File: src/rtl/wfg_pkg.sv
package wfg_pkg;
  localparam int MIN_UI_DEF = 40;  // 1 MS/s ceiling at 40 MHz timebase

  typedef enum logic [2:0] {
    ST_IDLE,
    ST_ARMED,
    ST_DLY1,
    ST_RUN,
    ST_DLY2
  } wfg_state_e;
endpackage

File: src/rtl/wfg_cfg_chk.sv
module wfg_cfg_chk #(
  parameter int UI_W   = 24,
  parameter int UC_W   = 16,
  parameter int IC_W   = 16,
  parameter int ADDR_W = 14,
  parameter int MIN_UI = 40
) (
  input  logic [UI_W-1:0]   ui_i,
  input  logic [UC_W-1:0]   uc_i,
  input  logic [IC_W-1:0]   ic_i,
  input  logic              ic_en_i,
  input  logic [ADDR_W-1:0] plen_i,
  output logic              err_o,
  output logic [UI_W-1:0]   ui_eff_o
);
  localparam logic [UI_W-1:0] UI_FLOOR = UI_W'(MIN_UI);

  always_comb begin
    err_o    = (uc_i == '0) || (plen_i == '0) || (ic_en_i && (ic_i == '0));
    ui_eff_o = (ui_i < UI_FLOOR) ? UI_FLOOR : ui_i;
  end
endmodule

File: src/rtl/wfg_intv_tmr.sv
module wfg_intv_tmr #(
  parameter int UI_W = 24
) (
  input  logic            clk_i,
  input  logic            rst_ni,
  input  logic            run_i,
  input  logic [UI_W-1:0] ui_i,
  output logic            tick_o
);
  logic [UI_W-1:0] cnt_q;

  assign tick_o = run_i && (cnt_q == ui_i - 1'b1);

  always_ff @(posedge clk_i or negedge rst_ni) begin
    if (!rst_ni)               cnt_q <= '0;
    else if (!run_i || tick_o) cnt_q <= '0;
    else                       cnt_q <= cnt_q + 1'b1;
  end
endmodule

File: src/rtl/wfg_addr_gen.sv
module wfg_addr_gen #(
  parameter int ADDR_W = 14
) (
  input  logic              clk_i,
  input  logic              rst_ni,
  input  logic              clr_i,
  input  logic              step_i,
  input  logic [ADDR_W-1:0] plen_i,
  output logic [ADDR_W-1:0] addr_o
);
  logic [ADDR_W-1:0] plen_q;

  always_ff @(posedge clk_i or negedge rst_ni) begin
    if (!rst_ni) begin
      plen_q <= '0;
      addr_o <= '0;
    end else if (clr_i) begin
      plen_q <= plen_i;
      addr_o <= '0;
    end else if (step_i) begin
      addr_o <= (addr_o == plen_q - 1'b1) ? '0 : addr_o + 1'b1;
    end
  end
endmodule

File: src/rtl/wfg_ctrl.sv
module wfg_ctrl
  import wfg_pkg::*;
#(
  parameter int UI_W  = 24,
  parameter int UC_W  = 16,
  parameter int IC_W  = 16,
  parameter int DLY_W = 24
) (
  input  logic             clk_i,
  input  logic             rst_ni,
  input  logic             arm_i,
  input  logic             start_i,
  input  logic             stop_i,
  input  logic             err_i,
  input  logic [UI_W-1:0]  ui_eff_i,
  input  logic [UC_W-1:0]  uc_i,
  input  logic [IC_W-1:0]  ic_i,
  input  logic             ic_en_i,
  input  logic             d1_en_i,
  input  logic [DLY_W-1:0] d1_i,
  input  logic             d2_en_i,
  input  logic [DLY_W-1:0] d2_i,
  input  logic             tick_i,
  output logic             run_o,
  output logic             busy_o,
  output logic             cfg_err_o,
  output logic             arm_ok_o,
  output logic [UI_W-1:0]  ui_q_o
);
  wfg_state_e       state_q;
  logic [DLY_W-1:0] dly_cnt_q, d1_q, d2_q;
  logic [UC_W-1:0]  uc_q, upd_q;
  logic [IC_W-1:0]  ic_q, itr_q;
  logic             ic_en_q, d1_en_q, d2_en_q;
  logic             wave_end, run_end;

  assign run_o    = (state_q == ST_RUN);
  assign busy_o   = (state_q == ST_DLY1) || (state_q == ST_RUN) || (state_q == ST_DLY2);
  assign arm_ok_o = (state_q == ST_IDLE) && arm_i && !err_i;
  assign wave_end = tick_i && (upd_q == uc_q - 1'b1);
  assign run_end  = wave_end && ic_en_q && (itr_q == ic_q - 1'b1);

  always_ff @(posedge clk_i or negedge rst_ni) begin
    if (!rst_ni) begin
      state_q   <= ST_IDLE;
      dly_cnt_q <= '0;
      d1_q      <= '0;
      d2_q      <= '0;
      uc_q      <= '0;
      ic_q      <= '0;
      upd_q     <= '0;
      itr_q     <= '0;
      ic_en_q   <= 1'b0;
      d1_en_q   <= 1'b0;
      d2_en_q   <= 1'b0;
      ui_q_o    <= '0;
      cfg_err_o <= 1'b0;
    end else begin
      unique case (state_q)
        ST_IDLE: if (arm_i) begin
          cfg_err_o <= err_i;
          if (!err_i) begin
            state_q <= ST_ARMED;
            ui_q_o  <= ui_eff_i;
            uc_q    <= uc_i;
            ic_q    <= ic_i;
            ic_en_q <= ic_en_i;
            d1_en_q <= d1_en_i;
            d1_q    <= d1_i;
            d2_en_q <= d2_en_i;
            d2_q    <= d2_i;
          end
        end
        ST_ARMED: begin
          if (stop_i) state_q <= ST_IDLE;
          else if (start_i) begin
            upd_q <= '0;
            itr_q <= '0;
            if (d1_en_q) begin
              state_q   <= ST_DLY1;
              dly_cnt_q <= d1_q;
            end else begin
              state_q <= ST_RUN;
            end
          end
        end
        ST_DLY1, ST_DLY2: begin
          if (stop_i)               state_q <= ST_IDLE;
          else if (dly_cnt_q == '0) state_q <= ST_RUN;
          else                      dly_cnt_q <= dly_cnt_q - 1'b1;
        end
        ST_RUN: begin
          if (stop_i) state_q <= ST_IDLE;
          else if (run_end) begin
            state_q <= ST_IDLE;
          end else if (wave_end) begin
            upd_q <= '0;
            itr_q <= itr_q + 1'b1;
            if (d2_en_q) begin
              state_q   <= ST_DLY2;
              dly_cnt_q <= d2_q;
            end
          end else if (tick_i) begin
            upd_q <= upd_q + 1'b1;
          end
        end
        default: state_q <= ST_IDLE;
      endcase
    end
  end
endmodule

File: src/rtl/wfg_seq_top.sv
module wfg_seq_top
  import wfg_pkg::*;
#(
  parameter int UI_W   = 24,
  parameter int UC_W   = 16,
  parameter int IC_W   = 16,
  parameter int DLY_W  = 24,
  parameter int ADDR_W = 14,
  parameter int MIN_UI = MIN_UI_DEF
) (
  input  logic              clk_i,
  input  logic              rst_ni,
  input  logic              arm_i,
  input  logic              start_trig_i,
  input  logic              stop_trig_i,
  input  logic [UI_W-1:0]   ui_val_i,
  input  logic [UC_W-1:0]   upd_cnt_i,
  input  logic [IC_W-1:0]   itr_cnt_i,
  input  logic              itr_en_i,
  input  logic              pre_dly_en_i,
  input  logic [DLY_W-1:0]  pre_dly_i,
  input  logic              gap_dly_en_i,
  input  logic [DLY_W-1:0]  gap_dly_i,
  input  logic [ADDR_W-1:0] pat_len_i,
  output logic              upd_strobe_o,
  output logic              fifo_rd_o,
  output logic              busy_o,
  output logic              cfg_err_o,
  output logic [ADDR_W-1:0] rd_addr_o
);
  logic            err, arm_ok, run, tick;
  logic [UI_W-1:0] ui_eff, ui_q;

  wfg_cfg_chk #(
    .UI_W(UI_W), .UC_W(UC_W), .IC_W(IC_W), .ADDR_W(ADDR_W), .MIN_UI(MIN_UI)
  ) u_cfg (
    .ui_i    (ui_val_i),
    .uc_i    (upd_cnt_i),
    .ic_i    (itr_cnt_i),
    .ic_en_i (itr_en_i),
    .plen_i  (pat_len_i),
    .err_o   (err),
    .ui_eff_o(ui_eff)
  );

  wfg_ctrl #(
    .UI_W(UI_W), .UC_W(UC_W), .IC_W(IC_W), .DLY_W(DLY_W)
  ) u_ctrl (
    .clk_i    (clk_i),
    .rst_ni   (rst_ni),
    .arm_i    (arm_i),
    .start_i  (start_trig_i),
    .stop_i   (stop_trig_i),
    .err_i    (err),
    .ui_eff_i (ui_eff),
    .uc_i     (upd_cnt_i),
    .ic_i     (itr_cnt_i),
    .ic_en_i  (itr_en_i),
    .d1_en_i  (pre_dly_en_i),
    .d1_i     (pre_dly_i),
    .d2_en_i  (gap_dly_en_i),
    .d2_i     (gap_dly_i),
    .tick_i   (tick),
    .run_o    (run),
    .busy_o   (busy_o),
    .cfg_err_o(cfg_err_o),
    .arm_ok_o (arm_ok),
    .ui_q_o   (ui_q)
  );

  wfg_intv_tmr #(.UI_W(UI_W)) u_tmr (
    .clk_i (clk_i),
    .rst_ni(rst_ni),
    .run_i (run),
    .ui_i  (ui_q),
    .tick_o(tick)
  );

  wfg_addr_gen #(.ADDR_W(ADDR_W)) u_addr (
    .clk_i (clk_i),
    .rst_ni(rst_ni),
    .clr_i (arm_ok),
    .step_i(tick),
    .plen_i(pat_len_i),
    .addr_o(rd_addr_o)
  );

  assign upd_strobe_o = tick;
  assign fifo_rd_o    = tick;
endmodule

File: config.mk
export PLATFORM = sky130hd
export DESIGN_NAME = wfg_seq_top
export DESIGN_NICKNAME = d
export VERILOG_FILES = /design/src/rtl/wfg_pkg.sv /design/src/rtl/wfg_cfg_chk.sv /design/src/rtl/wfg_intv_tmr.sv /design/src/rtl/wfg_addr_gen.sv /design/src/rtl/wfg_ctrl.sv /design/src/rtl/wfg_seq_top.sv
export SDC_FILE = /design/constraint.sdc
export NUM_CORES = 1
export LEC_CHECK = 0
export ABC_AREA = 0
export ABC_CLOCK_PERIOD_IN_PS = 4120
export CAP_MARGIN = 20
export CORE_ASPECT_RATIO = 1.1
export CORE_MARGIN = 8
export CORE_UTILIZATION = 45
export DETAILED_ROUTE_END_ITERATION = 8
export HOLD_SLACK_MARGIN = 0.02
export MAX_ROUTING_LAYER = met4
export PLACE_DENSITY = 0.76
export SKIP_CTS_REPAIR_TIMING = 1
export SLEW_MARGIN = 20
export SYNTH_ARGS = -nofsm -noshare
export SYNTH_HDL_FRONTEND = slang
export SYNTH_SLANG_ARGS = --single-unit
export TNS_END_PERCENT = 20
File: constraint.sdc
create_clock -name clk_i -period 4.12 [get_ports clk_i]
set_clock_uncertainty 0.15 [all_clocks]
set_input_delay 0.824 -clock clk_i [delete_from_list [all_inputs] [get_ports clk_i]]
set_output_delay 0.824 -clock clk_i [all_outputs]
set_load 0.02 [all_outputs]
* Word-level counts from Yosys, hierarchy flattened *
Cells that the tools add are included.

word-level totals
  flip-flop bits (word level) = 219
  bits of input ports = 126
  output and inout bits = 18
  logic and storage cells = 118

cells by class
  add/sub/neg operators = 9
  $lt $le $gt $ge = 1
  equal/unequal tests = 24
  mux-type cells = 38
  bitwise operators = 1
  reduce and logical (&&, ||, !) cells = 29

operators by type and width
  operator                 number
  $mux W24                 11
  $mux W16                 9
  $pmux W24 S3             1
  $pmux W16 S2             2
  $sub A24 B1 Y24 const B  2
  $mux W14                 3
  $add A16 B1 Y16 const B  2
  $eq A16 B16 Y1           2
  $logic_not A16 Y1        2
  $sub A16 B1 Y16 const B  2
  $mux W3                  10
  $add A24 B1 Y24 const B  1
  $eq A24 B24 Y1           1
  $logic_not A24 Y1        1
  $lt A24 B6 Y1 const B    1
  $ne A2 B2 Y1 const B     10
  $reduce_and A6 Y1        3
  $add A14 B1 Y14 const B  1
  $eq A14 B14 Y1           1
  $logic_not A14 Y1        1
  $sub A14 B1 Y14 const B  1
  $pmux W3 S4              1
  $reduce_and A10 Y1       1
  $ne A4 B4 Y1 const B     2
  17 further kinds         31

* Depth between registers and ports, before layout *
Gate-level depths: netlist of the first run.

  word-level depth = 9
  mapped depth = 15
  depth with buffers taken out = 13

* By module *
Synthesis of the first run repeated with hierarchy kept, for this count alone.

unflattened totals
  cell total of the unflattened synthesis = 1353
  area total of the unflattened synthesis = 13191.4 sq um

modules (own cells, without submodules)
  module        times used  cells an instance  area an instance (sq um)  seq. area each (sq um)
  wfg_ctrl      1           879                9137.5                    4179.0
  wfg_intv_tmr  1           238                1998.2                    600.6
  wfg_addr_gen  1           188                1775.5                    700.7
  wfg_cfg_chk   1           47                 272.8                     0.0
  wfg_seq_top   1           1                  7.5                       0.0

* Least setup slack after synthesis of the first run *
Ideal clock, no wire load.

  kind = register to output
  from = reg u_ctrl.ui_q_o[0]
  to = out upd_strobe_o
  data arrival time = 2.798 ns
  required time = 3.146 ns
  slack = 0.348 ns
  cell stages (with the launch flop) = 12
  buffers on the path = 1
  cells stage by stage = dfrtp_1 inv_1 ha_1 or3b_2 nor2_1 a21oi_1 a311oi_1 nand4_1 nor4_4 nand2_1 inv_1 buf_4

on the way
  cells in the longest elaborated chain, start to end = 3

RTL lines
  what                    line                RTL
  from (decl)             wfg_ctrl.sv:28      output logic [UI_W-1:0] ui_q_o
  from (signal assigned)  wfg_ctrl.sv:64      ui_q_o <= ui_eff_i;
  $sub A24 B1 Y24         wfg_intv_tmr.sv:12  assign tick_o = run_i && (cnt_q == ui_i - 1'b1);
  $eq A24 B24 Y1          wfg_intv_tmr.sv:12
  $logic_and A1 B1 Y1     wfg_intv_tmr.sv:12
  to (decl)               wfg_seq_top.sv:25   output logic upd_strobe_o,

No other way between the ends.

* Worst setup path in the final report of the first run *
  from = reg u_ctrl.ui_q_o[1]
  to = out fifo_rd_o

on the way
  cells in the longest elaborated chain, start to end = 3

RTL lines
  what                 line                RTL
  $sub A24 B1 Y24      wfg_intv_tmr.sv:12
  $eq A24 B24 Y1       wfg_intv_tmr.sv:12
  $logic_and A1 B1 Y1  wfg_intv_tmr.sv:12
  to (decl)            wfg_seq_top.sv:26   output logic fifo_rd_o,

No other way between the ends.

==> summary.txt, run 1 <==
status = complete, no violations
Synth area leaders = dfrtp_1 (43%), mux2_2 (9.9%), xnor2_1 (5.1%), nor2_1 (3.7%), xor2_1 (3.6%)
# rows = 64
DRT Pass-1 Iters = 5
Syn Inst Count = 1300
worst path required time = 3150 ps
count of cell types in the netlist = 80
final worst path period need = 3970 ps
I/O Buffers = 143
register area share after synthesis = 0.435
Core ar. = 27700 um2
full die area = 33600 um2
routability cong. = 0.889
number of global-route vias before repair = 10.7k
pins over their slew limit = 0
first-pass GRT wire length = 54300 um
Max Fclk = 252 MHz
H-tree Lvls = 1
CP Max Fanout = 4
Synthesis Warnings = 0
register share of total power = 0.375
crit end category = primary output
root cell of the clock tree = clkbuf_16
vias = 10.5k
layout cells sized above 1 = 0.175
final period utilization = 0.963
Netlist Area Pre-Place = 12600 um2
switching share of power = 0.360
initial DRC count = 695
CTS tree = done
CTS Sinks = 219
RR Endpoint = u_ctrl.itr_q[2]$_DFFE_PN0P_
nets@finish = 1595
Slew headroom = 0.364
Leakage = 0.00631 uW
GRT overflow = 0
chip width = 176 um
CP Class = reg -> out
CP cell instances = buf_6 -> nor4_4 -> buf_4 -> a21oi_1 -> a221oi_1 -> nor4b_2 -> nand4_1 -> nor4_4 -> nand2_2 -> inv_2 -> buf_6
Die Height = 192 um
DP HPWL = 23600 um
area of placed instances = 14700 um2
register area = 5480 um2
syn avg cell area = 9.69 um2
final setup margin = 152 ps
Vias per Instance = 5.72
slowest library cell on the worst path = dfrtp_2
reg2reg path depth = 11
Worst-Margin Slew = 954 ps
Crit path largest cell delay = 420 ps
Logic pwr share = 0.384
io pins = 144
internal power = 6420 uW
uppermost layer routed = met4
Longest Clk Path Bufs = 3
RSZ-0062 raised after global routing = yes
Total Routed Length = 32700 um
Residual DRC = 0
Fin. Hold Viols = 0
post-route ant nets = 0
flop-to-flop setup slack = 260 ps
net switching power = 3620 uW
post-synth top area share = 0.435
Design Area, Final = 15800 um2
start of the worst register-to-register path = u_ctrl.uc_q[0]$_DFFE_PN0P_
clock-pin slew on the worst setup and hold paths = 60 ps
Syn Nets = 1435
Worst Hold Class = in -> async
Arr. time, crit path = 2990 ps
clock latency on the worst-skew pair = 520 ps
CP top delay family = simple AND/OR/NAND/NOR gates
pin count of the biggest net entering global routing = 122
post-layout util = 0.569
setup violators final = 0
EDFF count, synth = 0
M1 WL = 14300 um
PwrDens = 637 nW/um2
Initial Util = 0.455
total CTS buffers = 26
most frequent cells in the layout = dfrtp_1 (216), clkdlybuf4s50_1 (140), nor2_1 (119)
flops & latches, synth = 219
met2 wire length = 16100 um
Multi-input gate area = 6820 um2
number of max-cap violations = 0
CP bufs+invs = 4
commonest non-fill, non-tap cell in the layout = dfrtp_1
clock power share = 0.240
cell taking the most area after synthesis = dfrtp_1
Routed WL per cell = 17.7 um
Layout area overhead = 25.1%
VDD IR-drop max = 0.000388 V
fill count = 2432
met3 WL = 1600 um
Async SR Flop Fraction = 1.00
initial antenna violation count = 2
Total Routing Usage GR = 0.198
ys flop type = dfrtp_1
Setup crit start kind = flip-flop
dpl ws = -31.3 ps
-- Yosys cell counts, drive strengths merged, types with 5 or more instances --
library cell	instances
o21ai	70
nor3	46
o31ai	9
a21o	5
nor2	124
nand2b	14
o2bb2ai	10
nand2	71
nand3	41
o21bai	7
dfrtp	219
a21oi	55
nand3b	15
a211oi	5
xnor2	73
a221oi	11
a22o	12
a31oi	9
inv	35
mux2	112
clkbuf	54
o32ai	5
nand4	22
or2	6
ha	9
or3	19
o22ai	5
xor2	52
nor3b	6
nor2b	11
nor4	41
nand4b	8
buf	14
or4	12
mux2i	6
and3	33
-- worst max path at each step --
| stage | start | to | slack, ps | cells after the start |
|---|---|---|---|---|
| 2_1_floorplan | u_ctrl.ui_q_o[0]$_DFFE_PN0P_ | upd_strobe_o | 350 | 11 |
| 3_3_place_gp | u_ctrl.ui_q_o[0]$_DFFE_PN0P_ | upd_strobe_o | 50 | 12 |
| 3_5_place_dp | u_ctrl.ui_q_o[0]$_DFFE_PN0P_ | fifo_rd_o | -30 | 12 |
| 4_1_cts | u_ctrl.ui_q_o[1]$_DFFE_PN0P_ | fifo_rd_o | -600 | 12 |
| 5_1_grt | u_ctrl.ui_q_o[1]$_DFFE_PN0P_ | fifo_rd_o | -20 | 11 |
| 6_report | u_ctrl.ui_q_o[1]$_DFFE_PN0P_ | fifo_rd_o | 150 | 11 |
-- power groups by stage --
stage | logic [uW] | registers, uW | clock network, uW
detailed placement | 3740 | 3770 | 0
global route | 4270 | 3890 | 2570
CTS | 3760 | 3750 | 2470
floorplan | 2840 | 3470 | 0
global placement | 3620 | 3730 | 0
finish | 3860 | 3770 | 2410
-- metrics by stage --
step,power (uW),setup TNS (ps),cells,hold slack (ps)
floorplan,6310,0,1300,314
CTS,9980,-1200,1838,275
global placement,7350,0,1791,336
global route,10700,-31.5,1844,285
detailed placement,7510,-58.0,1791,347
finish,10000,0,1844,209
-- final cells by class --
cell class / count / area share
timing repair buffer: 200 / 0.124
tap: 363 / 0.0288
sequential: 219 / 0.348
multi-input combinational: 978 / 0.433
clock buffer: 37 / 0.0497
antenna: 2 / 0.000317
inverter: 35 / 0.00833
clock inverter: 10 / 0.00849
-- layer usage --
| metal | vias up | global-route usage |
|---|---|---|
| li1 | 5047 | - |
| met5 | - | - |
| met1 | 5177 | 0.249 |
| met3 | 56 | 0.0326 |
| met4 | 0 | 0.0522 |
| met2 | 262 | 0.329 |
-- state kept, by name, summed over array words and instances (netlist names) --
name / flops
u_ctrl.state_q: 3
u_ctrl.dly_cnt_q: 24
u_addr.addr_o: 14
u_ctrl.d1_q: 24
u_addr.plen_q: 14
u_ctrl.d2_q: 24
u_ctrl.upd_q: 16
u_ctrl.ic_en_q: 1
u_ctrl.d2_en_q: 1
u_ctrl.itr_q: 16
u_ctrl.d1_en_q: 1
u_ctrl.cfg_err_o: 1
u_ctrl.ic_q: 16
u_ctrl.uc_q: 16
u_ctrl.ui_q_o: 24
u_tmr.cnt_q: 24
-- kinds of logic (layout without fill, tap and decap cells) --
family | after synthesis | in the layout | share of synthesized area
fa+ha+maj | 10 | 10 | 0.00973
xor+xnor | 125 | 125 | 0.0869
simple gates | 485 | 485 | 0.206
compound gates | 240 | 240 | 0.126
flops | 219 | 219 | 0.435
buf+inv | 103 | 282 | 0.0318
other cells | 0 | 2 | 0
mux | 118 | 118 | 0.105
No activity file was read; power rests on OpenSTA's default activity.
==> inputs of run 2 (changes only) <==
--- a/config.mk
+++ b/config.mk
@@ -9,13 +9,13 @@
 export ABC_CLOCK_PERIOD_IN_PS = 4120
 export CAP_MARGIN = 20
 export CORE_ASPECT_RATIO = 1.1
-export CORE_MARGIN = 8
 export CORE_UTILIZATION = 45
 export DETAILED_ROUTE_END_ITERATION = 8
 export HOLD_SLACK_MARGIN = 0.02
 export MAX_ROUTING_LAYER = met4
 export PLACE_DENSITY = 0.76
 export SKIP_CTS_REPAIR_TIMING = 1
+export SKIP_LAST_GASP = 1
 export SLEW_MARGIN = 20
 export SYNTH_ARGS = -nofsm -noshare
 export SYNTH_HDL_FRONTEND = slang
==> run 2 against run 1 <==
Net effect: critical path depth fell by 2; sequential share of layout area rose by 0.28 points; register-to-register slack got worse by 170 ps; clock-buffer cell count fell by 3; critical path type unchanged; sequential power barely moved; worst hold slack got worse by 110 ps; cell count fell by 0.22%; power fell by 1.6%; core utilization rose by 0.40 points; via count rose by 1.5%; clock power fell by 6%; largest cell class unchanged; critical endpoint is now upd_strobe_o.
==> summary.txt, run 2 (synthesis results as in run 1) <==
start of the worst register-to-register path = u_ctrl.uc_q[0]$_DFFE_PN0P_ (unchanged)
Worst Hold Class = in -> async (unchanged)
GRT overflow = 0 (unchanged)
initial antenna violation count = 2 (unchanged)
routability cong. = 0.932 (was 0.889)
I/O Buffers = 143 (unchanged)
commonest non-fill, non-tap cell in the layout = dfrtp_1 (unchanged)
Routed WL per cell = 17.8 um (was 17.7 um)
Setup crit start kind = flip-flop (unchanged)
setup violators final = 0 (unchanged)
# rows = 63 (was 64)
CP Class = reg -> out (unchanged)
clock-pin slew on the worst setup and hold paths = 60 ps (about the same)
Max Fclk = 244 MHz (was 252 MHz)
pins over their slew limit = 0 (unchanged)
Critical path origin = u_ctrl.ui_q_o[19]$_DFFE_PN0P_ (was u_ctrl.ui_q_o[1]$_DFFE_PN0P_)
layout cells sized above 1 = 0.169 (was 0.175)
Multi-input gate area = 6780 um2 (was 6820 um2)
Arr. time, crit path = 3120 ps (was 2990 ps)
CP cell instances = or3_1 -> or4b_2 -> a211o_1 -> nand2_1 -> nor2_1 -> nor4_4 -> nand2_2 -> inv_2 -> dlymetal6s2s_1 (was buf_6 -> nor4_4 -> buf_4 -> a21oi_1 -> a221oi_1 -> nor4b_2 -> nand4_1 -> nor4_4 -> nand2_2 -> inv_2 -> buf_6)
Worst-Margin Slew = 1070 ps (was 954 ps)
nets@finish = 1598 (was 1595)
initial DRC count = 653 (was 695)
Critical Path Stages = 9 (was 11)
io pins = 144 (unchanged)
Longest Clk Path Bufs = 3 (unchanged)
status = complete, no violations (unchanged)
DRT Pass-1 Iters = 5 (unchanged)
Core ar. = 27300 um2 (was 27700 um2)
CP Max Fanout = 4 (unchanged)
CP bufs+invs = 2 (was 4)
Layout area overhead = 24.0% (was 25.1%)
worst path required time = 3150 ps (about the same)
final worst path period need = 4090 ps (was 3970 ps)
flop-to-flop setup slack = 90 ps (was 260 ps)
Leakage = 0.00630 uW (was 0.00631 uW)
Die Height = 178 um (was 192 um)
pin count of the biggest net entering global routing = 82 (was 122)
dpl ws = -41.8 ps (was -31.3 ps)
reg2reg path depth = 12 (was 11)
register area = 5480 um2 (about the same)
Crit path largest cell delay = 630 ps (was 420 ps)
total CTS buffers = 26 (unchanged)
chip width = 162 um (was 176 um)
CTS tree = done (unchanged)
CP top delay family = simple AND/OR/NAND/NOR gates (unchanged)
crit end category = primary output (unchanged)
Residual DRC = 0 (unchanged)
Slew headroom = 0.284 (was 0.364)
final period utilization = 0.993 (was 0.963)
crit path capture = upd_strobe_o (was fifo_rd_o)
fill count = 2341 (was 2432)
Initial Util = 0.462 (was 0.455)
PwrDens = 632 nW/um2 (was 637 nW/um2)
clock latency on the worst-skew pair = 530 ps (was 520 ps)
slowest library cell on the worst path = or4b_2 (was dfrtp_2)
final setup margin = 28.2 ps (was 152 ps)
post-route ant nets = 0 (unchanged)
Hold WS = 98.8 ps (was 209 ps)
first-pass GRT wire length = 54300 um (about the same)
CTS Sinks = 219 (unchanged)
DP HPWL = 23500 um (was 23600 um)
most frequent cells in the layout = dfrtp_1 (219), clkdlybuf4s50_1 (140), nor2_1 (121) (was dfrtp_1 (216), clkdlybuf4s50_1 (140), nor2_1 (119))
full die area = 28700 um2 (was 33600 um2)
Vias per Instance = 5.82 (was 5.72)
number of global-route vias before repair = 10.8k (was 10.7k)
number of max-cap violations = 0 (unchanged)
H-tree Lvls = 1 (unchanged)
vias = 10.7k (was 10.5k)
Total Routing Usage GR = 0.239 (was 0.198)
Fin. Hold Viols = 0 (unchanged)
VDD IR-drop max = 0.000389 V (was 0.000388 V)
root cell of the clock tree = clkbuf_16 (unchanged)
Total Routed Length = 32800 um (was 32700 um)
RSZ-0062 raised after global routing = yes (unchanged)
RR Endpoint = u_ctrl.upd_q[4]$_DFFE_PN0P_ (was u_ctrl.itr_q[2]$_DFFE_PN0P_)
[run 2: cell types whose count changed in the layout (fill, tap and decap cells not counted), sizes merged]
cell          previous run  this run
dlymetal6s2s             0         1
inv                     35        36
buf                     60        62
clkbuf                  37        34
clkinvlp                 2         1
bufinv                   3         1
clkinv                   5         9
[run 2: metrics by stage]
| step | std cells | cell area (um2) | setup TNS, ps | utilization | total power (uW) |
|---|---|---|---|---|---|
| finish | 1840 | 15600 | 0 | 0.573 | 9880 |
| global route | 1840 | 15600 | -1750 | 0.573 | 10500 |
| CTS | 1836 | 15600 | -1120 | 0.571 | 9880 |
| detailed placement | 1790 | 14700 | -41.8 | 0.539 | 7570 |
| global placement | 1790 | 14700 | 0 | 0.539 | 7410 |
| floorplan | 1300 | 12600 | 0 | - | 6310 |
[run 2: worst register-to-register path: cells and delay by family, from the launching register on]
kind,cells,cell delay [ps]
adder cells (fa/ha/maj),1,200
AO/OA/AOI/OAI,3,500
AND/OR/NAND/NOR,7,2570
buffers and inverters,1,80
flip-flops,1,410
[run 2: layout make-up]
cell class | count | area share
Antenna cell | 2 | 0.000320
Clock buffer | 34 | 0.0481
Clock inverter | 12 | 0.00608
Inverter | 35 | 0.00841
Multi-Input combinational cell | 978 | 0.434
Sequential cell | 219 | 0.351
Tap cell | 357 | 0.0286
Timing Repair Buffer | 203 | 0.124
[run 2: worst min path at each step]
stage                                           end  slack (ps)  depth (start not counted)
floorplan           u_ctrl.dly_cnt_q[4]$_DFFE_PN0P_         310                          2
global placement       u_ctrl.cfg_err_o$_DFFE_PN0P_         330                          2
detailed placement      u_ctrl.d2_q[16]$_DFFE_PN0P_         350                          1
CTS                   u_ctrl.ui_q_o[21]$_DFFE_PN0P_         130                          1
global route              u_tmr.cnt_q[22]$_DFF_PN0_         140                          1
finish                u_ctrl.ui_q_o[22]$_DFFE_PN0P_         100                          1
[run 2: power breakdown]
part / switching, uW / internal, uW / total (uW) / leakage (uW)
Combinational: 1920 / 1970 / 3890 / 0.00313
Clock: 913 / 1340 / 2260 / 0.000425
Sequential: 816 / 2920 / 3740 / 0.00274
Total: 3650 / 6230 / 9880 / 0.00630
[run 2: per-layer routing]
metal	routed length, um	vias to the layer above	GRT usage
li1	-	5061	-
met3	1590	67	0.0358
met4	898	0	0.0822
met1	14300	5281	0.298
met2	16000	292	0.395
met5	0	-	-
==> inputs of run 3 (changes only) <==
--- a/config.mk
+++ b/config.mk
@@ -8,12 +8,13 @@
 export ABC_AREA = 0
 export ABC_CLOCK_PERIOD_IN_PS = 4120
 export CAP_MARGIN = 20
-export CORE_ASPECT_RATIO = 1.1
+export CORE_ASPECT_RATIO = 0.75
 export CORE_UTILIZATION = 45
 export DETAILED_ROUTE_END_ITERATION = 8
 export HOLD_SLACK_MARGIN = 0.02
 export MAX_ROUTING_LAYER = met4
 export PLACE_DENSITY = 0.76
+export RECOVER_POWER = 25
 export SKIP_CTS_REPAIR_TIMING = 1
 export SKIP_LAST_GASP = 1
 export SLEW_MARGIN = 20
==> run 3 against run 2 <==
Net effect: cell count shrank 0.76%; critical endpoint unchanged; combinational power grew 2%; largest cell class unchanged; global-route usage is 0.40 points higher; critical path type unchanged; highest routed layer unchanged; core utilization fell by 0.066 points; fmax rose by 1.2%; the run now ends with max-capacitance violations, max-slew violations left.
==> summary.txt, run 3 (synthesis results as in run 1) <==
Crit path largest cell delay = 620 ps (was 630 ps)
DP HPWL = 24800 um (was 23500 um)
RR Endpoint = u_ctrl.upd_q[14]$_DFFE_PN0P_ (was u_ctrl.upd_q[4]$_DFFE_PN0P_)
Worst Hold Class = reg -> reg (was in -> async)
setup violators final = 0 (unchanged)
Longest Clk Path Bufs = 3 (unchanged)
Residual DRC = 0 (unchanged)
hold endpoint = u_ctrl.d1_q[3]$_DFFE_PN0P_
Initial Util = 0.462 (about the same)
Setup crit start kind = flip-flop (unchanged)
commonest non-fill, non-tap cell in the layout = dfrtp_1 (unchanged)
Routed WL per cell = 18.4 um (was 17.8 um)
pin count of the biggest net entering global routing = 94 (was 82)
first-pass GRT wire length = 55000 um (was 54300 um)
DRT Pass-1 Iters = 5 (unchanged)
io pins = 144 (unchanged)
full die area = 28700 um2 (about the same)
layout cells sized above 1 = 0.167 (was 0.169)
number of max-cap violations = 1 (was 0)
final period utilization = 0.982 (was 0.993)
slowest library cell on the worst path = or4b_2 (unchanged)
PwrDens = 630 nW/um2 (was 632 nW/um2)
Leakage = 0.00625 uW (was 0.00630 uW)
CTS tree = done (unchanged)
Fin. Hold Viols = 0 (unchanged)
most frequent cells in the layout = dfrtp_1 (219), clkdlybuf4s50_1 (140), nor2_1 (122) (was dfrtp_1 (219), clkdlybuf4s50_1 (140), nor2_1 (121))
Layout area overhead = 23.8% (was 24.0%)
routability cong. = 0.907 (was 0.932)
flop-to-flop setup slack = 190 ps (was 90 ps)
pins over their slew limit = 55 (was 0)
# rows = 52 (was 63)
CTS Sinks = 219 (unchanged)
Arr. time, crit path = 3070 ps (was 3120 ps)
Max Fclk = 247 MHz (was 244 MHz)
Vias per Instance = 5.82 (about the same)
reg2reg path depth = 10 (was 12)
Core ar. = 27300 um2 (about the same)
Slew headroom = -1.11 (was 0.284)
Total Routing Usage GR = 0.243 (was 0.239)
GRT overflow = 0 (unchanged)
CP bufs+invs = 2 (unchanged)
final worst path period need = 4040 ps (was 4090 ps)
clock-pin slew on the worst setup and hold paths = 60 ps (about the same)
RSZ-0062 raised after global routing = yes (unchanged)
CP Class = reg -> out (unchanged)
Worst-Margin Slew = 3170 ps (was 1070 ps)
Die Height = 147 um (was 178 um)
initial antenna violation count = 1 (was 2)
VDD IR-drop max = 0.000348 V (was 0.000389 V)
Total Routed Length = 33700 um (was 32800 um)
worst path required time = 3150 ps (about the same)
number of global-route vias before repair = 10.5k (was 10.8k)
setup_tns = 0 ps (unchanged)
crit end category = primary output (unchanged)
HP Start = u_ctrl.d1_q[3]$_DFFE_PN0P_
start of the worst register-to-register path = u_ctrl.uc_q[5]$_DFFE_PN0P_ (was u_ctrl.uc_q[0]$_DFFE_PN0P_)
post-layout util = 0.572 (was 0.573)
post-route ant nets = 0 (unchanged)
H-tree Lvls = 1 (unchanged)
chip width = 195 um (was 162 um)
CP top delay family = simple AND/OR/NAND/NOR gates (unchanged)
I/O Buffers = 143 (unchanged)
vias = 10.6k (was 10.7k)
total CTS buffers = 23 (was 26)
nets@finish = 1593 (was 1598)
root cell of the clock tree = clkbuf_16 (unchanged)
hold depth = 1
clock latency on the worst-skew pair = 520 ps (was 530 ps)
CP Max Fanout = 4 (unchanged)
status = finished, violations left (was complete, no violations)
initial DRC count = 720 (was 653)
failing checks = max-capacitance violations, max-slew violations
CP cell instances = or3_1 -> or4b_2 -> a211o_1 -> nand2_1 -> nor2_1 -> nor4_4 -> nand2_2 -> inv_2 -> buf_4 (was or3_1 -> or4b_2 -> a211o_1 -> nand2_1 -> nor2_1 -> nor4_4 -> nand2_2 -> inv_2 -> dlymetal6s2s_1)
run 3: changes by cell type in the layout (fill, tap and decap cells not counted), sizes merged:
cell,delta
clkbuf,+3
buf,-3
bufinv,+1
clkinv,-6
dlymetal6s2s,-1
inv,-1
diode,-1
run 3: worst max path at each step:
stage	slack, ps	from	cells after the start	endpoint
2_1_floorplan	350	u_ctrl.ui_q_o[0]$_DFFE_PN0P_	11	upd_strobe_o
3_3_place_gp	-140	u_ctrl.ui_q_o[0]$_DFFE_PN0P_	12	upd_strobe_o
3_5_place_dp	-160	u_ctrl.ui_q_o[0]$_DFFE_PN0P_	12	fifo_rd_o
4_1_cts	-800	u_ctrl.ui_q_o[0]$_DFFE_PN0P_	12	fifo_rd_o
5_1_grt	-70	u_ctrl.ui_q_o[0]$_DFFE_PN0P_	12	upd_strobe_o
6_report	80	u_ctrl.ui_q_o[18]$_DFFE_PN0P_	9	upd_strobe_o
run 3: worst reg2reg max path, cell delays in order (launching register included):
cell	delay (ps)
dfrtp_1	450
or4_1	670
or4_4	590
mux2_4	320
a211o_1	260
nor4bb_1	140
nand4b_1	200
a21oi_2	90
nand2b_4	230
or4_1	540
a21oi_1	190
run 3: layout make-up:
cell class	count	area, um2
clock buffer	35	691
sequential	219	5480
antenna	1	2.50
multi-input combinational	978	6840
tap	351	439
fill	2334	11700
timing repair buffer	201	1930
clock inverter	6	82.6
inverter	35	131
run 3: metal layers:
layer,vias to the layer above,wire length (um),global-route usage
li1,5053,-,-
met1,5253,16700,0.354
met2,298,14600,0.356
met3,30,1890,0.0427
met4,0,428,0.0398
met5,-,0,-
run 3: power by group:
group          total (uW)  internal, uW  switching, uW
clock network        2140          1280            864
logic                3950          1990           1960
registers            3750          2920            825
run 3: metrics by stage:
step	instance area [um2]	setup slack, ps	hold slack, ps	total power (uW)	std cells
after global placement	14700	-139	336	7400	1781
after CTS	15500	-801	79.9	9760	1822
after floorplan	12600	348	314	6310	1300
after global routing	15600	-68.8	367	10500	1826
after detailed placement	14700	-156	337	7560	1781
final	15600	76.0	355	9840	1826
